===== src/rtl/fcc_verdict.sv =====
// Frame and stream verdict. Latches a per-frame error on any check-bit
// mismatch, issues a one-cycle done pulse with a pass flag after the last
// check bit, and holds the active-low stream status low once any mismatch
// has been seen. Assumes mismatch is only raised on valid check-field bits.
module fcc_verdict (
    input  logic clk,
    input  logic rst_n,
    input  logic cfg_start,
    input  logic bit_vld,
    input  logic last_bit,
    input  logic bit_mismatch,
    output logic cfg_ok_n,
    output logic frame_done,
    output logic frame_pass
);

    logic frame_err_q;

    // Track frame error, stream status and the end-of-frame pulse.
    always_ff @(posedge clk) begin
        if (!rst_n || cfg_start) begin
            cfg_ok_n    <= 1'b1;
            frame_err_q <= 1'b0;
            frame_done  <= 1'b0;
            frame_pass  <= 1'b0;
        end else begin
            frame_done <= 1'b0;
            frame_pass <= 1'b0;
            if (bit_mismatch) begin
                cfg_ok_n <= 1'b0;
            end
            if (bit_vld && last_bit) begin
                frame_done  <= 1'b1;
                frame_pass  <= !(frame_err_q || bit_mismatch);
                frame_err_q <= 1'b0;
            end else if (bit_mismatch) begin
                frame_err_q <= 1'b1;
            end
        end
    end

    a_r1_start_clears: assert property (@(posedge clk) disable iff (!rst_n)
        cfg_start |=> (cfg_ok_n && !frame_done && !frame_pass));

    a_r5_status_sticky: assert property (@(posedge clk) disable iff (!rst_n)
        (!cfg_ok_n && !cfg_start) |=> !cfg_ok_n);

    a_r4_drop_on_mismatch: assert property (@(posedge clk) disable iff (!rst_n)
        (bit_mismatch && !cfg_start) |=> !cfg_ok_n);

    a_r3_fail_implies_low: assert property (@(posedge clk) disable iff (!rst_n)
        (frame_done && !frame_pass) |-> !cfg_ok_n);

    a_r6_single_pulse: assert property (@(posedge clk) disable iff (!rst_n)
        frame_done |=> !frame_done);

    a_r6_pass_only_with_done: assert property (@(posedge clk) disable iff (!rst_n)
        frame_pass |-> frame_done);

endmodule


===== config.mk =====
export PLATFORM = sky130hd
export DESIGN_NAME = fcc_verdict
export DESIGN_NICKNAME = d
export VERILOG_FILES = /design/src/rtl/fcc_verdict.sv
export SDC_FILE = /design/constraint.sdc
export NUM_CORES = 1
export LEC_CHECK = 0
export ABC_AREA = 1
export BUFFER_PORTS_ARGS = -buffer_cell sky130_fd_sc_hd__buf_2
export CORE_AREA = 8 8 45 47
export CTS_BUF_LIST = sky130_fd_sc_hd__clkbuf_16
export DETAILED_ROUTE_END_ITERATION = 12
export DIE_AREA = 0 0 53 55
export SYNTH_ARGS = -nofsm -noshare
export SYNTH_HDL_FRONTEND = slang
export SYNTH_SLANG_ARGS = --single-unit
export TNS_END_PERCENT = 50

===== constraint.sdc =====
create_clock -name clk -period 0.8 [get_ports clk]
set_input_delay 0.16 -clock clk [delete_from_list [all_inputs] [get_ports clk]]
set_output_delay 0.16 -clock clk [all_outputs]
set_load 0.03 [all_outputs]

==> results.txt <==
status = finished, violations left
violations in the final reports = negative setup slack
dpl cell area = 207.7 um^2
fraction of registers with async set/reset = 0%
max_cap viols = 0
Ys Warns = 0
n_diodes = 0
mapped cell area = 147.6 um^2
CTS root buffer = clkbuf_16
Worst path max stage delay = 0.32 ns
Synth area leaders = dfxtp_1, inv_1, nor2_2
Leakage = 0.1598 nW
gr ovfl total = 0
area leader, netlist = dfxtp_1
first-pass detailed-route iteration total = 2
# DRC = 0
most numerous cell in the Yosys netlist = inv_1
Top Metal Used = met4
met3 WL = 63 um
clk sinks = 4
top-area cell type share of the netlist area = 54.24%
all-layer global routing usage = 3.390%
period utilisation layout = 103.1%
antenna violations before repair = 0
# rows = 14
Final Cell Area = 305.3 um^2
die area = 0.002915 mm^2
WL/cell = 7.773 um
register area share after synthesis = 54.24%
# nets final = 36
slowest stage cell, crit path = dfxtp_2
Setup WS pre-CTS = 0.1483 ns
EDFF count, synth = 0
CP delay by family, top = flip-flops
metal2 WL = 71 um
DRT Wirelength = 342 um
die width = 53 um
RSZ-0062 raised after global routing = true
Synth Register Bits = 4
Max Clock Freq = 1212 MHz
Cell Chain, Critical Path = buf_6
Layout area overhead = 106.8%
Req. time, crit path = 0.64 ns
final core utilization = 22.06%
total power after layout = 1.048 mW
proportion of layout cells with a drive suffix above 1 = 67.86%
Critical Path Fanout Max = 2
cts hold-fix bufs = 0
most frequent cells after synthesis = inv_1, dfxtp_1, nor2_2
cell count after synthesis = 17
vias in the first global route = 122
first-pass GRT wire length = 476 um
crit path buf inv count = 1
Core Region = 0.001384 mm^2
Reg clk slew, reported paths = 0.03 ns
DR vias = 126
Final Hold Fails = 0
Clock Path Buffers = 2
Setup-failing EPs final = 3
# IOs = 9
slew at the pin closest to its max-slew limit = 0.1109 ns
Starting Density = 10.67%
Max-Slew Margin vs Limit = 92.60%
Critical Path AT = 0.67 ns
Port Buffer Count = 8
Crit Path Category = reg2out
Worst setup EP type = primary output
FILL cells = 152
type of the most critical hold path = in2reg
setup bufs post-CTS = 0
TritonCTS clock tree = built
Synth Net Count = 23
Starting DRT DRC Count = 1
largest net degree at the start of global routing = 4
critical path launch point type = register
post-cts sizing count = 9
H-tree depth = 1
Setup WS post-layout = -0.02501 ns
worst skew pair latency = 0.22 ns
Synth Area per Inst = 8.685 um^2
maximum vdd drop = 0.3627 mV
fin crit period = 0.8250 ns
CTS buffer count = 3
Primary FF master, synth = dfxtp_1
Layout Skew = 0.001362 ns
Final Max Slew Viols = 0
Routed met1 length = 156 um
PD cells = 3433 mW/mm^2
post-synth cell types = 7
RePlAce Congestion = 0.5807
ANT nets after route = 0
Die Y = 55 um
via-per-instance ratio = 2.864
## final cells by class
type / instances / area [um^2] / area share, %
timing repair buffer: 8 / 58.81 / 19.26
inverter: 5 / 18.77 / 6.148
sequential: 4 / 83.83 / 27.46
multi-input combinational: 8 / 48.80 / 15.98
tap: 16 / 20.02 / 6.557
clock buffer: 3 / 75.07 / 24.59
## cells by family after synthesis
| group | share of synthesized area [%] |
|---|---|
| AOI/OAI and AO/OA | 3.387 |
| and+or+nand+nor | 29.67 |
| buffers and inverters | 12.71 |
| DFF | 54.24 |
## per-stage QoR
step                instances  TNS [ns]  hold slack [ns]
finish                     44  -0.05471           0.1383
global placement           41         0           0.3691
floorplan                  17         0           0.2560
CTS                        44  -0.06413           0.1361
detailed placement         41         0           0.3749
global route               44  -0.09096           0.1368
## registers in the layout, indices dropped and copies added (netlist names)
signal	cells
cfg_ok_n	1
frame_pass	1
frame_done	1
frame_err_q	1
## final timing paths
check	start	endpoint	slack, ns	depth (start not counted)
min	bit_mismatch	cfg_ok_n	0.14	2
max reg2reg	frame_err_q	frame_pass	0.17	3
min reg2reg	cfg_ok_n	cfg_ok_n	0.44	2
max	cfg_ok_n	cfg_ok_n	-0.03	1
## report_power, final
part / internal, mW / leakage (nW) / switching, mW
registers: 0.209 / 0.0333 / 0.00306
clock network: 0.639 / 0.0370 / 0.142
logic: 0.0252 / 0.0895 / 0.0301
## layer usage
metal	vias up	global-route usage, %
met5	-	0
met4	0	11.64
met3	4	2.941
met2	12	1.563
met1	41	2.435
li1	69	-
## worst reg2reg max path: cells and delay by family (launching register included)
| family | cells | cell delay, ns |
|---|---|---|
| buffers and inverters | 1 | 0.06 |
| flip-flops | 1 | 0.29 |
| AND/OR/NAND/NOR | 2 | 0.22 |
## cell usage in the layout (no fill, tap or decap)
master	Yosys	final
nand2_2	1	1
buf_6	0	3
nor2_4	1	1
o21ai_1	1	1
inv_1	5	5
dfxtp_2	0	3
buf_2	0	5
clkbuf_16	0	3
nand2_1	2	2
nor2_2	3	3
dfxtp_1	4	1
(Power assumes the default switching activity.)
